## src/rtl/lvlseq_player.sv

```systemverilog
module lvlseq_player #(
  parameter int DEPTH    = 16,
  parameter int WORD_W   = 32,
  parameter int TICK_DIV = 50
) (
  input  logic              clk,
  input  logic              rst_n,
  input  logic              fifo_wr,
  input  logic [WORD_W-1:0] fifo_wdata,
  input  logic              cfg_wr,
  input  logic [31:0]       cfg_wdata,
  output logic [31:0]       cfg_q,
  output logic [1:0]        level,
  output logic              busy,
  output logic              empty,
  output logic              full,
  output logic              overflow
);
  localparam int AW    = $clog2(DEPTH);
  localparam int SLOTS = WORD_W / 2;
  localparam int SW    = $clog2(SLOTS);
  localparam int PW    = (TICK_DIV > 1) ? $clog2(TICK_DIV) : 1;

  logic [WORD_W-1:0] mem [DEPTH];
  logic [AW:0]       wptr, rptr;
  logic [1:0]        dflt, mode;
  logic              trig, manual;
  logic [15:0]       period;

  logic              playing;
  logic [WORD_W-1:0] sh;
  logic [SW-1:0]     slot;
  logic [PW-1:0]     pre;
  logic [15:0]       cnt;

  wire [AW:0] used    = wptr - rptr;
  wire        run_en  = (mode == 2'd1);
  wire [15:0] per_eff = (period == 16'd0) ? 16'd1 : period;
  wire        tick_end  = (pre == PW'(TICK_DIV - 1));
  wire        slot_end  = playing && tick_end && (cnt == per_eff - 16'd1);
  wire        word_end  = slot_end && (slot == SW'(SLOTS - 1));
  wire        can_start = run_en && !empty && (!manual || trig);
  wire        load      = can_start && (!playing || word_end);
  wire        push_ok   = fifo_wr && !full;

  assign empty = (used == '0);
  assign full  = (used == (AW+1)'(DEPTH));
  assign busy  = playing && run_en;
  assign level = !run_en ? 2'b00 : (playing ? sh[1:0] : dflt);
  assign cfg_q = {dflt, trig, manual, 1'b0, 9'd0, mode, period};

  always_ff @(posedge clk) begin
    if (push_ok) mem[wptr[AW-1:0]] <= fifo_wdata;
  end

  always_ff @(posedge clk or negedge rst_n) begin
    if (!rst_n) begin
      wptr <= '0;
      rptr <= '0;
    end else begin
      if (push_ok) wptr <= wptr + 1'b1;
      if (load)    rptr <= rptr + 1'b1;
    end
  end

  always_ff @(posedge clk or negedge rst_n) begin
    if (!rst_n) begin
      dflt   <= 2'b00;
      trig   <= 1'b0;
      manual <= 1'b0;
      mode   <= 2'b00;
      period <= 16'd0;
    end else if (cfg_wr) begin
      dflt   <= cfg_wdata[31:30];
      trig   <= cfg_wdata[29];
      manual <= cfg_wdata[28];
      mode   <= cfg_wdata[17:16];
      period <= cfg_wdata[15:0];
    end else if (load && manual) begin
      trig   <= 1'b0;
    end
  end

  always_ff @(posedge clk or negedge rst_n) begin
    if (!rst_n) overflow <= 1'b0;
    else if (fifo_wr && full) overflow <= 1'b1;
    else if (cfg_wr && cfg_wdata[27]) overflow <= 1'b0;
  end

  always_ff @(posedge clk or negedge rst_n) begin
    if (!rst_n) begin
      playing <= 1'b0;
      sh      <= '0;
      slot    <= '0;
      pre     <= '0;
      cnt     <= '0;
    end else if (!run_en) begin
      playing <= 1'b0;
      slot    <= '0;
      pre     <= '0;
      cnt     <= '0;
    end else if (load) begin
      playing <= 1'b1;
      sh      <= mem[rptr[AW-1:0]];
      slot    <= '0;
      pre     <= '0;
      cnt     <= '0;
    end else if (word_end) begin
      playing <= 1'b0;
    end else if (playing) begin
      if (tick_end) begin
        pre <= '0;
        if (slot_end) begin
          cnt  <= '0;
          slot <= slot + 1'b1;
          sh   <= sh >> 2;
        end else begin
          cnt  <= cnt + 16'd1;
        end
      end else begin
        pre <= pre + 1'b1;
      end
    end
  end
endmodule

```

## config.mk

```make
export PLATFORM = sky130hd
export DESIGN_NAME = lvlseq_player
export DESIGN_NICKNAME = d
export VERILOG_FILES = /design/src/rtl/lvlseq_player.sv
export SDC_FILE = /design/constraint.sdc
export NUM_CORES = 1
export LEC_CHECK = 0
export BUFFER_PORTS_ARGS = -buffer_cell sky130_fd_sc_hd__buf_2
export CAP_MARGIN = 10
export CORE_ASPECT_RATIO = 0.9
export CORE_MARGIN = 5
export CORE_UTILIZATION = 55
export DETAILED_ROUTE_END_ITERATION = 16
export GPL_TIMING_DRIVEN = 0
export PLACE_DENSITY = 0.75
export SKIP_CTS_REPAIR_TIMING = 1
export SLEW_MARGIN = 10
export SYNTH_ARGS = -nofsm -noshare
export SYNTH_HDL_FRONTEND = slang
export SYNTH_SLANG_ARGS = --single-unit
```

## constraint.sdc

```tcl
create_clock -name clk -period 5.75 [get_ports clk]
set_input_delay 0.575 -clock clk [delete_from_list [all_inputs] [get_ports clk]]
set_output_delay 0.575 -clock clk [all_outputs]
set_load 0.01 [all_outputs]
```

==> out/results.ini, run 1 <==
[worst_setup_path]
reg2regPathDepth = 17
r2r_slack_ps = 460
timing.rr.start = rptr[1]$_DFFE_PN0N_
worstSetupEndpointType = flip-flop
required_ps = 6070
crit_chain = clkbuf_1 > clkbuf_2 > clkbuf_2 > inv_1 > ha_1 > nor2b_1 > o211ai_1 > and3b_1 > or2_2 > nor2b_1 > nor2b_1 > clkbuf_1 > nand2_1 > nor3_2 > buf_6 > buf_6 > buf_6
crit_path_end = mem[3][18]$_DFFE_PP_
crit_path_start = rptr[1]$_DFFE_PN0N_
max_stage_delay_ps = 540
startpoint_type = flip-flop
r2r_end = mem[3][18]$_DFFE_PP_
path_class = flip-flop to flip-flop
crit_fanout = 10
cp_slowest_cell = nor3_2
critPathArrivalTime_ps = 5610

[routing]
drc = 0
drtIter0Drc = 1527
wire_per_inst_um = 27.04
finalWirelength_mm = 56.80
ant_nets = 0
avgViaCountPerCell = 6.145
drt-pass1-iter-count = 5
via_count = 12910

[die]
dieArea_um2 = 48790
fp.dieW_um = 232.3
rows = 73
pin_count = 106
die_h_um = 210.1
core_area_um2 = 44120
start_util_pct = 55.44

[clock_network]
cts_buffers = 58
clk_path_buf_depth = 3
cts-root-buf = clkbuf_16
htree_levels = 2
cts_sinks = 604
clk_pin_slew_ps = 60
clkLatencyLatePin_ps = 620
cts_tree = yes

[place]
dp_hpwl_mm = 35.42
placed_cell_area_um2 = 26400
place.gp.congestion = 0.8365
pre_cts_ws_ps = 121.0
port_buffers = 85

[synth]
syn_inst = 1259
synth_xor_area_share_pct = 1.038
synth_top_family_by_area = multiplexers
synth.area.mux_share_pct = 17.13
yosysSeqAreaShare_pct = 72.27
syn_area_per_cell_um2 = 19.43
ys_types = 67
synthFlopType = edfxtp_1
yosys.area_share.simple_pct = 4.179
yosysWarnings = 0
async_flop_share_pct = 15.23
synth_fa_ha_area_share_pct = 0.7161
synth_compound_area_share_pct = 2.880
syn-cell-area_um2 = 24460
synth_edf_count = 512
synth-seq-cells = 604

[timing]
fmax_mhz = 188.9
worst_pin_slew_ps = 1161
rsz0062_at_grt = false
min_period_over_period_pct = 92.05
max-slew-margin-rel_pct = 22.63
period_needed_ps = 5293
fin_ws_ps = 457.3
finalSetupViolCount = 0
slew_violations = 0
holdWs_ps = 189.4
hold_violations = 0
fin_skew_ps = 33.24

[finish]
diodes = 0
finish.utilization_pct = 64.06
drive_above_1_share_pct = 29.11
final_cell_mix = edfxtp_1 (512), mux4_2 (160), dfrtp_1 (92)
syn_to_final_growth_pct = 15.54
final_common_cell = edfxtp_1
fin_area_um2 = 28260
fin_nets = 1534

[grt]
grt_pass1_wl_mm = 84.90
grt_pass1_vias = 13280
antenna_found_initial = 3
grt_max_degree = 64
gr-total-overflow = 0
grt.total_usage_pct = 23.66

[power_and_ir_drop]
p_comb_share_pct = 28.9
intPower_uw = 9058
clock_power_share_pct = 28.3
peakVddDrop_mv = 0.3175
p_switching_uw = 3871
p_seq_share_pct = 42.8
p_sw_share_pct = 29.94
power_density_nw_per_um2 = 457.5
power.leakage_uw = 0.009469

[hold_path]
hold_class = primary input to flip-flop

[flow_run]
drv_cap = 0

[outcome]
status = finished, final reports clean

[Yosys cell counts, types with 6 or more instances]
cell	number	share of area [%]
edfxtp_1	512	63
mux4_2	160	15
dfrtp_1	92	9.4
nor2_1	65	1.0
clkbuf_1	43	0.66
a21oi_1	38	0.78
mux2i_1	35	1.4
nand2_1	34	0.52
mux2_2	21	0.97
nand3_1	18	0.37
o21ai_0	18	0.37
inv_1	17	0.26
xnor2_1	15	0.54
buf_4	14	0.43
ha_1	14	0.72
xor2_1	14	0.50
buf_1	12	0.18
and3_1	10	0.26
nor3_1	8	0.16
nor4_1	8	0.20
a31oi_1	7	0.18
o31ai_1	7	0.21
nand2b_1	6	0.15
nand3b_1	6	0.18
o21a_1	6	0.18
or4_1	6	0.18
[per-stage QoR]
stage | power [uW] | setup TNS [ps] | instances
after global placement | 9066 | -1187550 | 1953
after CTS | 13000 | 0 | 2099
after detailed placement | 9319 | 0 | 1990
after global routing | 13470 | 0 | 2101
final | 12930 | 0 | 2101
after floorplan | 7972 | 0 | 1268
[worst min path at each step]
stage                               startpoint                      to  slack, ps  cells past startpoint
final                             cfg_wdata[1]   period[1]$_DFFE_PN0P_        190                      3
after global routing             cfg_wdata[30]     dflt[0]$_DFFE_PN0P_        190                      2
after CTS                                rst_n  period[10]$_DFFE_PN0P_       -110                      1
after detailed placement  overflow$_DFFE_PN0P_    overflow$_DFFE_PN0P_        490                      1
after global placement     wptr[4]$_DFFE_PN0P_     wptr[4]$_DFFE_PN0P_        480                      1
after floorplan                          rst_n      cnt[0]$_DFFE_PN0P_        280                      0
[per-layer routing]
layer | track usage, % | wire [um] | vias to the layer above
met1 | 32.83 | 22200 | 6730
met3 | 4.997 | 4611 | 100
met4 | 6.132 | 1267 | 6
met5 | 0 | 33 | -
met2 | 39.21 | 28690 | 575
li1 | - | - | 5500
[power groups by stage]
stage                     Clock (uW)  Combinational (uW)  Sequential, uW
final                           3660                3730            5530
after global routing            3930                3970            5570
after CTS                       3710                3770            5530
after detailed placement           0                3720            5600
after global placement             0                3440            5620
after floorplan                    0                2420            5550
[flip-flops by register name (all words and copies together) (netlist names), 2 cells and up]
name and count:
cnt 16, rptr 5, wptr 5, period 16
mem 512, dflt 2, pre 6, slot 4
mode 2, sh 32
[layout make-up]
class / instances / area (um2)
inverters: 18 / 67.56
flip-flops and latches: 604 / 17680
multi-input cells: 570 / 6494
fillers: 2935 / 15860
repair buffers: 124 / 1064
well taps: 600 / 750.7
clock inverters: 17 / 197.7
plain buffers: 76 / 370.4
clock buffers: 92 / 1639
[logic make-up after synthesis]
| kind of cell | count (synthesis) |
|---|---|
| flip-flops | 604 |
| multiplexers | 216 |
| AND/OR/NAND/NOR | 195 |
| AO/OA/AOI/OAI | 106 |
| buffers and inverters | 94 |
| XOR/XNOR | 29 |
| adder cells (fa/ha/maj) | 14 |
| other | 1 |
[critical path, delay by kind of cell (launching register included)]
kind | cells | cell delay [ps]
buf+inv | 8 | 2000
fa+ha+maj | 1 | 330
simple gates | 7 | 2140
flops | 1 | 350
compound gates | 1 | 130
Note: power is estimated with default switching activity, not from simulation.
==> run 2, diff against run 1 <==
--- a/config.mk
+++ b/config.mk
@@ -9,10 +9,10 @@
 export CAP_MARGIN = 10
 export CORE_ASPECT_RATIO = 0.9
 export CORE_MARGIN = 5
-export CORE_UTILIZATION = 55
+export CORE_UTILIZATION = 60
 export DETAILED_ROUTE_END_ITERATION = 16
 export GPL_TIMING_DRIVEN = 0
-export PLACE_DENSITY = 0.75
+export PLACE_DENSITY = 0.78
 export SKIP_CTS_REPAIR_TIMING = 1
 export SLEW_MARGIN = 10
 export SYNTH_ARGS = -nofsm -noshare
==> constraint.sdc (replaced) <==
create_clock -name clk -period 5.42 [get_ports clk]
set_input_delay 0.542 -clock clk [delete_from_list [all_inputs] [get_ports clk]]
set_output_delay 0.542 -clock clk [all_outputs]
set_load 0.01 [all_outputs]
==> out/results.ini, run 2 (same netlist as run 1, synthesis figures left out) <==
[outcome]
status = finished, final reports clean

[timing]
slew_violations = 0
fin_skew_ps = 34.58
finalSetupViolCount = 0
rsz0062_at_grt = false
worst_pin_slew_ps = 1166
fmax_mhz = 201.4
min_period_over_period_pct = 91.61
hold_violations = 0
max-slew-margin-rel_pct = 22.27
period_needed_ps = 4965

[power_and_ir_drop]
total_power_uw = 13990
power_density_nw_per_um2 = 492.2
power.leakage_uw = 0.009577
peakVddDrop_mv = 0.3601

[die]
start_util_pct = 60.45
core_area_um2 = 40460
rows = 70
pin_count = 106
dieArea_um2 = 44910
fp.dieW_um = 222.8
die_h_um = 201.5

[finish]
fin_area_um2 = 28420
multi_input_area_um2 = 6526
seqCellArea_um2 = 17680
final.fill_count = 2377
final_cell_mix = edfxtp_1 (512), mux4_2 (160), dfrtp_1 (92)
final_common_cell = edfxtp_1
drive_above_1_share_pct = 29.63
diodes = 0
fin_nets = 1535
syn_to_final_growth_pct = 16.21
largest_reg_flops = 512

[grt]
grt.total_usage_pct = 26.05
antenna_found_initial = 2
gr-total-overflow = 0
grt_max_degree = 56
grt_pass1_wl_mm = 86.28
grt_pass1_vias = 13290

[place]
place.gp.congestion = 0.8078
dp_hpwl_mm = 34.87
placed_cell_area_um2 = 26260
port_buffers = 85

[worst_setup_path]
critPathArrivalTime_ps = 5270
crit_fanout = 13
timing.rr.start = rptr[1]$_DFFE_PN0N_
startpoint_type = flip-flop
worstSetupEndpointType = flip-flop
r2r_end = mem[7][19]$_DFFE_PP_
r2r_slack_ps = 450
path_class = flip-flop to flip-flop
reg2regPathDepth = 16
required_ps = 5730

[hold_path]
hold_class = primary input to flip-flop
min_to = manual$_DFFE_PN0P_
hold_depth = 3
min-delay-start = cfg_wdata[28]

[clock_network]
clk_path_buf_depth = 3
htree_levels = 2
cts_sinks = 604
clk_pin_slew_ps = 60
cts-root-buf = clkbuf_16
cts_buffers = 57
clkLatencyLatePin_ps = 630
cts_tree = yes

[routing]
drt-pass1-iter-count = 6
wire_per_inst_um = 28.71
avgViaCountPerCell = 6.440
finalWirelength_mm = 58.62
drtIter0Drc = 1816
drc = 0
ant_nets = 0
via_count = 13150

[flow_run]
drv_cap = 0

run 2: worst max-delay path, stage by stage, from the launching register on:
cell	delay, ps
dfrtp_1	350
clkbuf_1	220
clkbuf_2	330
clkbuf_2	410
inv_1	100
ha_1	330
nor2b_1	270
o211ai_1	130
and3b_1	210
or2_2	290
nor2b_1	170
nor2b_1	170
clkbuf_1	310
nand2_1	380
nor2_4	540
buf_16	240
buf_16	180
run 2: worst max-delay path by stage:
stage / to / start / slack (ps) / cells after the start
after global placement: mem[11][10]$_DFFE_PP_ / rptr[1]$_DFFE_PN0N_ / -2260 / 14
after detailed placement: mem[11][10]$_DFFE_PP_ / rptr[1]$_DFFE_PN0N_ / -70 / 15
after global routing: mem[0][26]$_DFFE_PP_ / rptr[1]$_DFFE_PN0N_ / 100 / 14
final: mem[7][19]$_DFFE_PP_ / rptr[1]$_DFFE_PN0N_ / 450 / 16
after floorplan: mem[15][0]$_DFFE_PP_ / rptr[1]$_DFFE_PN0N_ / 570 / 14
after CTS: mem[11][30]$_DFFE_PP_ / rptr[1]$_DFFE_PN0N_ / -160 / 15
run 2: per-stage QoR:
stage | setup WS [ps] | cells | setup TNS, ps | hold slack [ps] | utilization (%)
5_1_grt | 102.8 | 2042 | 0 | 136.2 | 70.25
6_report | 454.6 | 2042 | 0 | 135.5 | 70.25
3_3_place_gp | -2258 | 1893 | -1037460 | 475.2 | 63.30
3_5_place_dp | -72.18 | 1918 | -1395 | 475.2 | 64.90
4_1_cts | -160.1 | 2026 | -14990 | -101.3 | 69.72
2_1_floorplan | 575.0 | 1268 | 0 | 246.4 | -
run 2: area by class of cell:
cell class                 count  share of cell area [%]
tap                          540                   2.377
inverter                      18                  0.2377
multi-input combinational    570                   22.96
buffer                        76                   1.299
sequential                   604                   62.19
clock inverter                25                   1.255
timing repair buffer         126                   4.072
clock buffer                  83                   5.612
run 2: where the power goes:
part	switching, uW	internal [uW]
combinational	2190	1820
sequential	241	5630
clock	1710	2390
total	4150	9840
run 2: routing by layer:
layer	wire length [um]	vias up	global-route usage, %
met2	30010	770	43.84
li1	-	5494	-
met5	34	-	0
met4	1247	4	5.797
met3	5933	100	6.229
met1	21400	6783	35.47
==> run 3, diff against run 2 <==
==> config.mk (replaced) <==
export PLATFORM = sky130hd
export DESIGN_NAME = lvlseq_player
export DESIGN_NICKNAME = d
export VERILOG_FILES = /design/src/rtl/lvlseq_player.sv
export SDC_FILE = /design/constraint.sdc
export NUM_CORES = 1
export LEC_CHECK = 0
export CAP_MARGIN = 10
export CORE_ASPECT_RATIO = 0.9
export CORE_MARGIN = 5
export CORE_UTILIZATION = 60
export DETAILED_ROUTE_END_ITERATION = 16
export DONT_BUFFER_PORTS = 1
export GPL_TIMING_DRIVEN = 0
export PLACE_DENSITY = 0.76
export SKIP_CTS_REPAIR_TIMING = 1
export SLEW_MARGIN = 20
export SYNTH_ARGS = -nofsm -noshare
export SYNTH_HDL_FRONTEND = slang
export SYNTH_SLANG_ARGS = --single-unit
==> out/results.ini, run 3 (same netlist as run 1, synthesis figures left out) <==
[outcome]
status = finished, final reports clean

[routing]
drt-pass1-iter-count = 5
ant_nets = 0
drc = 0
via_count = 12850
drtIter0Drc = 1691
wire_per_inst_um = 28.09
finalWirelength_mm = 56.14
avgViaCountPerCell = 6.430

[worst_setup_path]
crit_fanout = 12
max_stage_delay_ps = 480
r2r_end = mem[3][5]$_DFFE_PP_
timing.rr.start = rptr[1]$_DFFE_PN0N_
r2r_slack_ps = 440
worst-path-stages = 16
worstSetupEndpointType = flip-flop
cp_slowest_cell = nor3_4
required_ps = 5730
worst_path_most_repeated_cell = nor2b_1
crit_family = buffers and inverters
reg2regPathDepth = 16
path_class = flip-flop to flip-flop
cp_num_buf_inv = 7
crit_path_start = rptr[1]$_DFFE_PN0N_
startpoint_type = flip-flop
crit_chain = clkbuf_1 > clkbuf_2 > clkbuf_2 > inv_1 > ha_1 > nor2b_1 > o211ai_1 > a21boi_0 > or2_2 > nor2b_1 > nor2b_1 > clkbuf_1 > nand2_1 > nor3_4 > buf_6 > buf_8
crit_path_end = mem[3][5]$_DFFE_PP_
critPathArrivalTime_ps = 5290

[die]
core_area_um2 = 40460
fp.dieW_um = 222.8
pin_count = 106
die_h_um = 201.5
rows = 70
dieArea_um2 = 44910
start_util_pct = 60.45

[clock_network]
cts_tree = yes
cts_buffers = 57
cts_sinks = 604
clkLatencyLatePin_ps = 630
clk_path_buf_depth = 3
htree_levels = 2
cts-root-buf = clkbuf_16
clk_pin_slew_ps = 70

[grt]
gr-total-overflow = 0
antenna_found_initial = 0
grt.total_usage_pct = 24.71
grt_max_degree = 93
grt_pass1_wl_mm = 82.72
grt_pass1_vias = 12880

[place]
place.gp.congestion = 0.8127
pre_cts_ws_ps = -106.7
dp_hpwl_mm = 35.12
place_inst = 1843
port_buffers = 0

[timing]
fin_ws_ps = 443.1
period_needed_ps = 4977
worst_pin_slew_ps = 1032
slew_violations = 0
fin_skew_ps = 30.05
hold_violations = 0
rsz0062_at_grt = false
max-slew-margin-rel_pct = 31.20
finalSetupViolCount = 0
fmax_mhz = 200.9
min_period_over_period_pct = 91.82

[power_and_ir_drop]
peakVddDrop_mv = 0.3401
power.leakage_uw = 0.009506
power_density_nw_per_um2 = 490.1

[hold_path]
hold_class = primary input to flip-flop
min-delay-start = fifo_wdata[22]

[finish]
final.fill_count = 2405
fin_nets = 1492
final_common_cell = edfxtp_1
multi_input_area_um2 = 6526
seqCellArea_um2 = 17680
final_cell_mix = edfxtp_1 (512), mux4_2 (160), dfrtp_1 (92)
diodes = 0
instances_no_fill = 1999
largest_reg_flops = 512
drive_above_1_share_pct = 26.53
syn_to_final_growth_pct = 16.78

[flow_run]
drv_cap = 0

==> run 3: changes by cell type in the layout (fill, tap and decap cells not counted), moves of 4 or more <==
cell	before	now
buf_1	11	6
buf_12	14	3
buf_16	9	21
buf_2	88	4
clkbuf_1	61	54
clkbuf_2	3	12
clkbuf_8	5	9
clkinv_1	6	0
dlygate4sd3_1	1	34
inv_6	0	5
==> run 3: metal layers <==
metal  up-vias  wire length (um)  track usage, %
met2       703             27770           39.92
met1      6672             22020           35.10
met5         -                 0               0
met3        72              5292           5.923
met4         0              1053           5.863
li1       5406                 -               -
==> run 3: worst register-to-register path: stages, from the launching register on <==
cell	delay, ps
dfrtp_1	360
clkbuf_1	240
clkbuf_2	330
clkbuf_2	400
inv_1	110
ha_1	330
nor2b_1	180
o211ai_1	190
a21boi_0	200
or2_2	350
nor2b_1	200
nor2b_1	200
clkbuf_1	290
nand2_1	360
nor3_4	480
buf_6	240
buf_8	200
==> run 3: how the worst min path moves through the flow <==
stage / slack (ps) / to / cells after the start
after detailed placement: 250 / trig$_DFFE_PN0P_ / 0
final: 10 / mem[8][22]$_DFFE_PP_ / 0
after global placement: 250 / manual$_DFFE_PN0P_ / 0
after global routing: -2 / mem[4][24]$_DFFE_PP_ / 0
after CTS: -410 / sh[12]$_DFFE_PN0P_ / 0
after floorplan: 250 / cnt[0]$_DFFE_PN0P_ / 0
==> run 3: area by class of cell <==
class | count | area share (%)
Multi-Input combinational cell | 570 | 22.85
Tap cell | 540 | 2.365
Buffer | 76 | 1.332
Clock inverter | 24 | 1.222
Timing Repair Buffer | 83 | 4.372
Inverter | 18 | 0.2365
Sequential cell | 604 | 61.89
Clock buffer | 84 | 5.738
==> run 3: through the flow <==
step	power [uW]	hold WS [ps]	area (um2)	TNS (ps)	util (%)
finish	14000	13.38	28560	0	70.59
global route	14570	-1.829	28560	0	70.59
CTS	13950	-407.5	28060	-5878	69.36
detailed placement	9809	249.2	26080	-3054	64.44
global placement	9479	250.2	25190	-1032440	62.25
floorplan	8461	246.4	24510	0	-
==> run 3: power breakdown <==
part	internal [uW]	leakage, uW	switching (uW)	total, uW
clock network	2410	0.000958	1760	4160
logic	1840	0.00280	2120	3960
registers	5630	0.00575	239	5870
total	9880	0.00951	4120	14000
